===== src/rtl/sdio_irq_pkg.sv =====
package sdio_irq_pkg;

   typedef enum logic {
      RW_RUN  = 1'b0,
      RW_HOLD = 1'b1
   } rw_state_e;

   // line 1 acts as a plain level interrupt unless a four-bit transfer runs
   function automatic logic level_mode(input logic wide, input logic active);
      return (!wide) || (!active);
   endfunction

endpackage


===== src/rtl/sdio_xfer_counter.sv =====
module sdio_xfer_counter #(
   parameter int BLOCK_BYTES = 512,
   parameter int BLK_W       = 16,
   localparam int CNT_W      = $clog2(BLOCK_BYTES)
) (
   input  logic             clk,
   input  logic             rst_n,
   input  logic             tick,
   input  logic             stb,
   input  logic             active,
   input  logic             hold,
   output logic [CNT_W-1:0] byte_cnt,
   output logic [BLK_W-1:0] blk_cnt,
   output logic             blk_end,
   output logic             at_boundary
);

   localparam logic [CNT_W-1:0] LAST_BYTE = CNT_W'(BLOCK_BYTES - 1);

   logic [CNT_W-1:0] cnt_q;
   logic [BLK_W-1:0] blk_q;
   logic             accept;

   assign accept      = tick && stb && active && !hold;
   assign blk_end     = accept && (cnt_q == LAST_BYTE);
   assign at_boundary = (cnt_q == '0);

   always_ff @(posedge clk or negedge rst_n) begin
      if (!rst_n) begin
         cnt_q <= '0;
         blk_q <= '0;
      end else if (!active) begin
         cnt_q <= '0;
         blk_q <= '0;
      end else if (accept) begin
         if (blk_end) begin
            cnt_q <= '0;
            blk_q <= blk_q + BLK_W'(1);
         end else begin
            cnt_q <= cnt_q + CNT_W'(1);
         end
      end
   end

   assign byte_cnt = cnt_q;
   assign blk_cnt  = blk_q;

endmodule


===== src/rtl/sdio_rw_ctrl.sv =====
module sdio_rw_ctrl
   import sdio_irq_pkg::*;
(
   input  logic clk,
   input  logic rst_n,
   input  logic active,
   input  logic at_boundary,
   input  logic req,
   input  logic rel,
   output logic pause
);

   rw_state_e state_q;

   always_ff @(posedge clk or negedge rst_n) begin
      if (!rst_n) begin
         state_q <= RW_RUN;
      end else if (!active || rel) begin
         state_q <= RW_RUN;
      end else if (req && at_boundary) begin
         state_q <= RW_HOLD;
      end
   end

   assign pause = (state_q == RW_HOLD);

endmodule


===== src/rtl/sdio_irq_level.sv =====
module sdio_irq_level (
   input  logic clk,
   input  logic rst_n,
   input  logic tick,
   input  logic dat1,
   output logic low_seen
);

   logic low_q;

   always_ff @(posedge clk or negedge rst_n) begin
      if (!rst_n) begin
         low_q <= 1'b0;
      end else if (tick) begin
         low_q <= !dat1;
      end
   end

   assign low_seen = low_q;

endmodule


===== src/rtl/sdio_irq_window.sv =====
module sdio_irq_window #(
   parameter int WIN_CYC = 2,
   localparam int WCW    = $clog2(WIN_CYC + 1)
) (
   input  logic clk,
   input  logic rst_n,
   input  logic tick,
   input  logic load,
   input  logic dat1,
   input  logic clr,
   output logic latched
);

   logic win_open;
   logic hit;
   logic latch_q;

   generate
      if (WIN_CYC == 1) begin : g_flag
         logic open_q;
         always_ff @(posedge clk or negedge rst_n) begin
            if (!rst_n) begin
               open_q <= 1'b0;
            end else if (load) begin
               open_q <= 1'b1;
            end else if (tick) begin
               open_q <= 1'b0;
            end
         end
         assign win_open = open_q;
      end else begin : g_count
         logic [WCW-1:0] left_q;
         always_ff @(posedge clk or negedge rst_n) begin
            if (!rst_n) begin
               left_q <= '0;
            end else if (load) begin
               left_q <= WCW'(WIN_CYC);
            end else if (tick && (left_q != '0)) begin
               left_q <= left_q - WCW'(1);
            end
         end
         assign win_open = (left_q != '0);
      end
   endgenerate

   assign hit = win_open && tick && !dat1;

   always_ff @(posedge clk or negedge rst_n) begin
      if (!rst_n) begin
         latch_q <= 1'b0;
      end else if (hit) begin
         latch_q <= 1'b1;
      end else if (clr) begin
         latch_q <= 1'b0;
      end
   end

   assign latched = latch_q;

endmodule


===== src/rtl/sdio_irq_rw.sv =====
module sdio_irq_rw
   import sdio_irq_pkg::*;
#(
   parameter int BLOCK_BYTES = 512,
   parameter int WIN_CYC     = 2,
   parameter int BLK_W       = 16,
   localparam int CNT_W      = $clog2(BLOCK_BYTES)
) (
   input  logic             clk,
   input  logic             rst_n,
   input  logic             sd_tick,
   input  logic             wide_bus,
   input  logic             dat1,
   input  logic             byte_stb,
   input  logic             xfer_active,
   input  logic             rw_req,
   input  logic             rw_release,
   input  logic             irq_clr,
   output logic             irq,
   output logic             pause,
   output logic [CNT_W-1:0] byte_cnt,
   output logic [BLK_W-1:0] blk_cnt
);

   generate
      if (BLOCK_BYTES < 2) begin : g_bad_block
         $error("BLOCK_BYTES must be at least 2");
      end
      if (WIN_CYC < 1) begin : g_bad_window
         $error("WIN_CYC must be at least 1");
      end
      if (WIN_CYC >= BLOCK_BYTES) begin : g_bad_overlap
         $error("WIN_CYC must be shorter than a block");
      end
      if (BLK_W < 1) begin : g_bad_blk
         $error("BLK_W must be at least 1");
      end
   endgenerate

   logic blk_end;
   logic at_boundary;
   logic win_irq;
   logic low_seen;

   sdio_xfer_counter #(
      .BLOCK_BYTES (BLOCK_BYTES),
      .BLK_W       (BLK_W)
   ) u_count (
      .clk         (clk),
      .rst_n       (rst_n),
      .tick        (sd_tick),
      .stb         (byte_stb),
      .active      (xfer_active),
      .hold        (pause),
      .byte_cnt    (byte_cnt),
      .blk_cnt     (blk_cnt),
      .blk_end     (blk_end),
      .at_boundary (at_boundary)
   );

   sdio_rw_ctrl u_rw (
      .clk         (clk),
      .rst_n       (rst_n),
      .active      (xfer_active),
      .at_boundary (at_boundary),
      .req         (rw_req),
      .rel         (rw_release),
      .pause       (pause)
   );

   sdio_irq_level u_level (
      .clk      (clk),
      .rst_n    (rst_n),
      .tick     (sd_tick),
      .dat1     (dat1),
      .low_seen (low_seen)
   );

   sdio_irq_window #(
      .WIN_CYC (WIN_CYC)
   ) u_window (
      .clk     (clk),
      .rst_n   (rst_n),
      .tick    (sd_tick),
      .load    (blk_end && wide_bus),
      .dat1    (dat1),
      .clr     (irq_clr),
      .latched (win_irq)
   );

   assign irq = win_irq || (level_mode(wide_bus, xfer_active) && low_seen);

endmodule


===== config.mk =====
export PLATFORM = sky130hd
export DESIGN_NAME = sdio_irq_rw
export DESIGN_NICKNAME = d
export VERILOG_FILES = /design/src/rtl/sdio_irq_pkg.sv /design/src/rtl/sdio_xfer_counter.sv /design/src/rtl/sdio_rw_ctrl.sv /design/src/rtl/sdio_irq_level.sv /design/src/rtl/sdio_irq_window.sv /design/src/rtl/sdio_irq_rw.sv
export SDC_FILE = /design/constraint.sdc
export NUM_CORES = 1
export LEC_CHECK = 0
export ABC_AREA = 0
export BUFFER_PORTS_ARGS = -buffer_cell sky130_fd_sc_hd__buf_2
export CAP_MARGIN = 20
export CELL_PAD_IN_SITES_DETAIL_PLACEMENT = 0
export CELL_PAD_IN_SITES_GLOBAL_PLACEMENT = 1
export CORE_MARGIN = 5
export CORE_UTILIZATION = 36
export DETAILED_ROUTE_END_ITERATION = 8
export PLACE_DENSITY_LB_ADDON = 0.1
export SLEW_MARGIN = 10
export SYNTH_ARGS = -nofsm -noshare
export SYNTH_HDL_FRONTEND = slang
export SYNTH_SLANG_ARGS = --single-unit

===== constraint.sdc =====
create_clock -name clk -period 1.66 [get_ports clk]
set_input_delay 0.166 -clock clk [delete_from_list [all_inputs] [get_ports clk]]
set_output_delay 0.166 -clock clk [all_outputs]
set_load 0.02 [all_outputs]

==> results of run 1 <==
-- layout by cell type, fill, tap and decap left out, types with 3 or more instances in the layout --
| cell | Yosys | final |
|---|---|---|
| buf_2 | 0 | 36 |
| nor2_1 | 18 | 15 |
| inv_1 | 9 | 9 |
| buf_4 | 2 | 18 |
| nor3_1 | 6 | 5 |
| a21oi_1 | 5 | 5 |
| ha_1 | 5 | 3 |
| dfrtp_2 | 0 | 6 |
| o21ai_0 | 4 | 4 |
| xnor2_1 | 13 | 13 |
| nand3_2 | 0 | 4 |
| dfrtp_1 | 30 | 24 |
| a211oi_1 | 3 | 3 |
| nand4_1 | 6 | 6 |
| nand3_1 | 10 | 6 |
| nor2_2 | 0 | 3 |
| and3_1 | 3 | 3 |
| clkbuf_8 | 0 | 5 |
| nand2_1 | 21 | 21 |
| mux2i_1 | 8 | 8 |
-- layer usage --
| layer | vias up | global-route usage, % | part of all wire, % |
|---|---|---|---|
| met4 | 0 | 4.66 | 0.92 |
| met1 | 659 | 19.0 | 46 |
| li1 | 681 | - | - |
| met3 | 5 | 4.09 | 4.7 |
| met5 | - | 0 | 0 |
| met2 | 29 | 24.2 | 49 |
-- final timing paths --
kind | endpoint | slack (ps) | depth (start not counted)
worst max-delay path | u_count.blk_cnt[7] | -0.3 | 9
worst min-delay path | u_rw.pause | 40 | 2
worst max register to register | u_count.blk_cnt[7] | -0.3 | 9
worst min register to register | u_count.blk_cnt[15] | 480 | 1
max in group asynchronous | u_count.byte_cnt[4] | 700 | 2
min in group asynchronous | u_count.blk_cnt[10] | 470 | 2
-- power by group --
group / internal, mW / switching [mW] / leakage (nW) / total (mW)
clock network: 0.288 / 0.254 / 0.0383 / 0.542
logic: 0.0905 / 0.130 / 0.592 / 0.221
registers: 0.771 / 0.0161 / 0.401 / 0.787
-- flip-flops by register name, summed over array words and instances, names as in the netlist --
signal and cells:
u_count.byte_cnt 9, u_window.latched 1, u_window.g_count.left_q 2, u_level.low_seen 1, u_count.blk_cnt 16, u_rw.pause 1
-- stage by stage --
step                utilization, %  std cells  TNS [ps]
detailed placement            44.9        261      -167
global route                  48.4        272      -702
finish                        48.4        272    -0.272
global placement              44.9        261     -11.6
floorplan                        -        162      -109
CTS                           47.2        270     -49.0
-- cells in the mapped netlist (4+ instances only) --
master	n	area share, %
mux2i_1	8	5.1
ha_1	5	4.0
inv_1	9	2.2
o21ai_0	4	1.3
nand2_1	21	5.1
xnor2_1	13	7.3
nand4_1	6	2.4
nor3_1	6	1.9
nand3_1	10	3.2
a21oi_1	5	1.6
dfrtp_1	30	48
nor2_1	18	4.3
-- what timing repair did --
| action | CTS | global route |
|---|---|---|
| endpoints found under the hold margin | 30 | 0 |
| gates resized for setup | 2 | 7 |
| endpoints found under the setup margin | 7 | 15 |
| hold buffers | 1 | 0 |
| buffers inserted | 1 | 2 |
| pin swaps | 4 | 7 |
-- cell type report --
type	instances	area [um2]
multi-input combinational	118	803
sequential	30	758
clock buffer	7	76.3
fill	420	2200
inverter	10	37.5
tap	52	65.1
timing repair buffer	55	325
-- kinds of logic (layout without fill, tap and decap cells) --
| kind of cell | Yosys count | in the layout |
|---|---|---|
| AND/OR/NAND/NOR | 74 | 74 |
| XOR/XNOR | 13 | 13 |
| flip-flops | 30 | 30 |
| adder cells (fa/ha/maj) | 5 | 5 |
| multiplexers | 8 | 8 |
| buffers and inverters | 14 | 72 |
| AO/OA/AOI/OAI | 18 | 18 |
==> results.md, run 1 <==
- The post-synthesis cell area is 1560 um2.
- The count of final setup violators is 1.
- The initial antenna violation count came to 0.
- The worst hold slack is 41.8 ps.
- The most instantiated flip-flop cell in the synthesis netlist is dfrtp_1.
- The number of max-slew violations in the final report is 0.
- Timing would allow up to 0.602 GHz.
- STA classifies the critical path startpoint as a flop.
- The clock transition at the register clock pins on the worst setup and hold paths after CTS is 60 ps.
- The row count is 24.
- The synthesized netlist devotes 7.32% of its cell area to XOR and XNOR gates.
- The share of the yosys chip area belonging to registers is 48.2%.
- The detailed-placement wirelength estimate is 2870 um.
- The global-route usage over all layers is 14.8%.
- The remaining max-slew budget at the tightest pin is 54.2%.
- The number of global-route vias before repair is 1,367.
- Overall power consumption after layout is estimated at 1.55 mW.
- The leakage power is 1.03 nW.
- When the netlist entered floorplanning its net count stood at 177.
- The start point of the worst min-delay path is rw_release.
- At the end of routability-driven placement, the weighted congestion stood at 0.775.
- Summing all placed instances gives a cell area of 1910 um2.
- The master of the slowest instance on the critical path is dfrtp_2.
- Synthesis produced a netlist whose cell count is 162.
- The number of buffers and inverters on the critical path is 1.
- The initial utilization of the core area, before any placement, comes to 36.5%.
- For this block, the via count after detailed routing is 1,374.
- In the final routed layout, each cell accounts on average for 14.0 um.
- The checks that failed: setup timing.
- The basic-gate share of the synthesized area counting and, or, nand and nor cells is 23.5%.
- The flow ran to the end, but the final reports show violations.
- The worst reg2reg path startpoint is u_count.byte_cnt[1].
- The most critical setup path has its startpoint at u_count.byte_cnt[1].
- The proportion of layout cells with a drive suffix above 1 is 35.0%.
- The height of the die is 75.8 um.
- The first TritonRoute pass finished after 4 iterations.
- The die is 75.8 um wide.
- The wire length of the first global-routing pass is 6380 um.
- For this run, design rule violations remaining after detail routing come to 0.
- The largest incremental delay on the critical path is 390 ps.
- The worst hold path class is in2reg.
- Wires add up to 3800 um.
- The count of yosys warnings during synthesis is 0.
- STA classifies the critical path endpoint as a flop.
- The area growth from synthesis to layout is 32.7%.
- The adder-cell share of the synthesized area is 4.02%.
- The maximum clock path buffer count is 2.
- After detailed routing, the number of vias per cell comes to 5.05.
- The cell sitting at the root of the clock tree is a clkbuf_8.
- The number of buffers created by CTS is 5.
- After global routing the overflow that remains totals 0.
- The dominant combinational cell family by area after synthesis is simple AND/OR/NAND/NOR gates.
- The count of endpoints failing hold in the final timing report is 0.
- The data required time at the worst endpoint is 1820 ps.
- The maximum number of pins on one net before global-route repair is 31.
- IR analysis of the VDD net gives a maximum drop of 0.518 mV.
- During placement, the flow inserted port buffers numbering 36.
- The placeable core area is 4260 um2.
- In this run the power density over the cells is 750 nW/um2.
- The largest fanout on the critical path is 3.
- Timing analysis after detailed placement gives a worst setup slack of -51.5 ps.
- The CTS H-tree depth is 2.
- The final clock skew is 2.00 ps.
- Yosys mapped a number of flops with a built-in enable equal to 0.
- Setup repair after global routing could not meet its margin everywhere.
- The slew of the pin with the lowest slew margin is 687 ps.
- The critical path class is reg2reg.
- The detail route stage leaves a number of antenna-violating nets equal to 0.
- The clock latency on the worst-skew pair is 270 ps.
- The die area is 5740 um2.
- Walking the worst path, the cells encountered are ha_4 -> nand3_2 -> nor2_2 -> ha_2 -> nand4_1 -> buf_4 -> nor4_4 -> xnor2_1 -> nor2_1.
- The cell family contributing the most delay on the critical path is simple AND/OR/NAND/NOR gates.
- The arrival time at the worst endpoint is 1820 ps.
- The routed design could run at a clock period as short as 1660 ps.
- The post-route standard cell area excluding fillers is 2070 um2.
- The smallest setup slack after layout is -0.272 ps.
- The number of antenna diodes in the final layout is 0.
- The number of ports placed on the die boundary is 37.
- The clock drives 30 sinks.
- The portion of netlist area occupied by mux cells is 5.14%.
- In this run, the number of DRC markers left after iteration 0 of detailed routing was 51.
- The post-synthesis area per instance is 9.61 um2.
- The TritonCTS clock tree is done.
- The net count of the finished layout is 235.
- The tool flagged a number of max-cap violations equal to 0.
- The synthesized design contains 30 register bits.
- The share of the cycle needed by the critical path after routing is 100%.
- The share of flip-flops with an asynchronous set or reset after synthesis is 100%.
- The area fraction in compound gates after synthesis is 7.48%.
- The distinct cell type count after synthesis is 33.
No activity file was read; power rests on OpenSTA's default activity.
==> run 2, diff against run 1 <==
- REMOVE_ABC_BUFFERS: not set -> 1
==> results.md, run 2 (synthesized netlist as in run 1, its figures left out) <==
- The clock passes through at most 2 buffers.
- The cell family contributing the most delay on the critical path is simple AND/OR/NAND/NOR gates.
- The worst hold path class is in2reg.
- The number of ports placed on the die boundary is 37.
- The signal on the critical path passes through ha_2 -> nand3_2 -> nor2_2 -> ha_2 -> nand4_1 -> buf_4 -> nor3_2 -> xnor2_1 -> nor2_1.
- The tree is rooted in a clkbuf_8.
- Using the TritonRoute via totals, the vias-per-cell ratio works out to 5.11.
- The setup path with the least slack is of type reg2reg.
- The average wire per standard cell is 14.0 um.
- Total power for the finished layout comes to 1.73 mW.
- Counting both buffers and inverters, the worst setup path holds a total of 1.
- Clock latency on the worst-skew pair, taken at its later pin, is 280 ps.
- The remaining max-slew budget at the tightest pin is 54.7%.
- The worst hold path was traced through 2 stages.
- At the placement stage, the worst setup path has a slack of -117 ps.
- After the first detailed-routing iteration, the DRC count stood at 87.
- The count of endpoints failing hold in the final timing report is 0.
- The upper clock frequency limit is 0.604 GHz.
- After layout, the minimum clock period comes to 1650 ps.
- The share of the cycle needed by the critical path after routing is 99.7%.
- The smallest setup slack after layout is 5.19 ps.
- Once placement finished, the instance area stood at 1900 um2.
- Summed over all layers, the global routing overflow is 0.
- In this design, the stage delay of the slowest critical-path cell is 360 ps.
- The leakage power is 1.04 nW.
- In the layout the commonest cells are 36 x buf_2, 30 x dfrtp_1, 21 x nand2_1.
- The placeable core area is 4260 um2.
- The number of buffers added on ports is 36.
- The CTS H-tree depth is 2.
- The worst register-to-register path begins at u_count.byte_cnt[0].
- The post-route netlist has 32.7% of its cells at a drive strength greater than 1.
- The die area is 5740 um2.
- After routing the design area is 2060 um2.
- 0 antenna diodes ended up in the layout.
- Counting the buffers created by CTS gives 5.
- The most frequent cell on the critical path is ha_2.
- Data on the critical path arrives at its endpoint at 1820 ps.
- The internal power of the cells totals 1.30 mW.
- The die outline width is 75.8 um.
- The TritonCTS sink count is 30.
- The largest fanout on the critical path is 3.
- The iteration count of the initial detailed-routing pass is 4.
- The initial antenna violation count is 0.
- The ratio of total power to cell area is 838 nW/um2.
- The worst setup path is launched from a flop.
- Clock skew on the completed layout was measured at 10.6 ps.
- The global-route usage over all layers is 14.8%.
- The first global-routing pass estimated 6270 um of wire.
- TritonCTS built the clock tree.
- The combinational cell fraction of total power is 12.7%.
- Counting the fill cells in the layout gives 417.
- The worst register-to-register path has a setup slack of 5 ps.
- In this run the vertical extent of the chip is 75.8 um.
- After floorplanning, the core was divided into 24 placement rows.
- The power dissipated by switching net loads is 0.429 mW.
- The share of total power dissipated in sequential elements is 45.5%.
- The vias after detailed routing is 1,390.
- The remaining number of nets flagged by the antenna check after routing is 0.
- For this run, design rule violations remaining after detail routing come to 0.
- The starting density of the core is 36.5%.
- Setup violations remaining at the end of the flow were counted as 0.
- The number of max-slew violations in the final report is 0.
- At the end of the flow, the number of nets in the layout was 234.
- The maximum vdd ir drop is 0.644 mV.
- The end point of the most critical hold path is u_rw.pause.
- Clock-pin slew was measured on the worst setup and hold paths at 70 ps.
- Relative to the synthesized area, the layout overhead comes to 32.6%.
- The flow ran to the end, and the final reports show no timing, DRC or antenna violations.
- The power share of the clock group is 41.9%.
- The endpoint kind of the worst setup timing path is a flop.
- The switching share of power is 24.8%.
- The register with the most flip-flops in the layout has 16 of them.
- After legalization and detailed placement, the total HPWL measured 2920 um.
- The data required time at the worst endpoint is 1820 ps.
- Setup repair after global routing could not meet its margin everywhere.
- The total length of routed wires is 3810 um.
- The library cell used most frequently in the layout, excluding fill and tap cells, is buf_2.
- The count of maximum capacitance violations is 0.
- The slew of the pin with the lowest slew margin is 679 ps.
- The master of the slowest instance on the critical path is dfrtp_1.
- The number of global-route vias before repair was 1,368.
- The congestion estimate from routability-driven global placement came to 0.827.
- The worst hold path begins at rw_release.
- The number of cell instances on the worst register-to-register path is 9.
- The reg-to-reg endpoint is u_count.blk_cnt[3].
- Entering global routing, the biggest net connects 31 pins.
run 2: through the flow:
| stage | hold WS (ps) | utilization [%] | TNS, ps | instances |
|---|---|---|---|---|
| 2_1_floorplan | -130 | - | -1180 | 158 |
| 3_3_place_gp | 237 | 44.5 | -140 | 263 |
| 3_5_place_dp | 250 | 44.5 | -632 | 263 |
| 4_1_cts | 34.6 | 48.1 | -52.5 | 272 |
| 5_1_grt | 28.0 | 48.4 | -902 | 272 |
| 6_report | 42.1 | 48.4 | 0 | 272 |
run 2: timing repair:
item | 4_1_cts | 5_1_grt
resized for setup | 7 | 4
hold endpoints to repair | 30 | 0
hold buffers | 1 | 0
pin swaps | 2 | 1
setup endpoints to repair | 10 | 14
buffers inserted | 0 | 0
gates cloned | 0 | 0
run 2: cell type report:
cell class,instances,area (um2),share of cell area [%]
Clock inverter,3,40.0,1.94
Multi-Input combinational cell,118,783,38.0
Inverter,10,37.5,1.82
Timing Repair Buffer,54,318,15.4
Clock buffer,5,68.8,3.34
Sequential cell,30,751,36.4
Tap cell,52,65.1,3.15
run 2: worst register-to-register path: stages (launching register included):
cell,delay [ps]
dfrtp_1,360
ha_2,190
nand3_2,70
nor2_2,90
ha_2,200
nand4_1,120
buf_4,190
nor3_2,120
xnor2_1,140
nor2_1,70
run 2: layer usage:
layer	GRT usage, %	vias to the layer above	routed length [um]
met5	0	-	0
met4	6.02	0	78
met3	4.09	9	236
met2	23.9	45	1820
met1	18.5	657	1670
li1	-	679	-
run 2: power groups by stage:
| stage | Sequential (mW) | Clock, mW | Combinational [mW] |
|---|---|---|---|
| 2_1_floorplan | 0.802 | 0 | 0.127 |
| 3_3_place_gp | 0.798 | 0 | 0.208 |
| 3_5_place_dp | 0.799 | 0 | 0.221 |
| 4_1_cts | 0.786 | 0.742 | 0.225 |
| 5_1_grt | 0.788 | 0.781 | 0.246 |
| 6_report | 0.786 | 0.724 | 0.219 |
run 2: worst max path at each step:
stage                                    from             endpoint  slack [ps]  cells past startpoint
after floorplan           u_count.byte_cnt[1]  u_count.blk_cnt[13]        -190                      8
after global placement    u_count.byte_cnt[0]  u_count.blk_cnt[15]         -50                      8
after detailed placement  u_count.byte_cnt[0]  u_count.blk_cnt[15]        -120                      8
after CTS                 u_count.byte_cnt[0]   u_count.blk_cnt[3]         -20                      9
after global routing      u_count.byte_cnt[0]   u_count.blk_cnt[3]        -140                      9
final                     u_count.byte_cnt[0]   u_count.blk_cnt[3]           5                      9
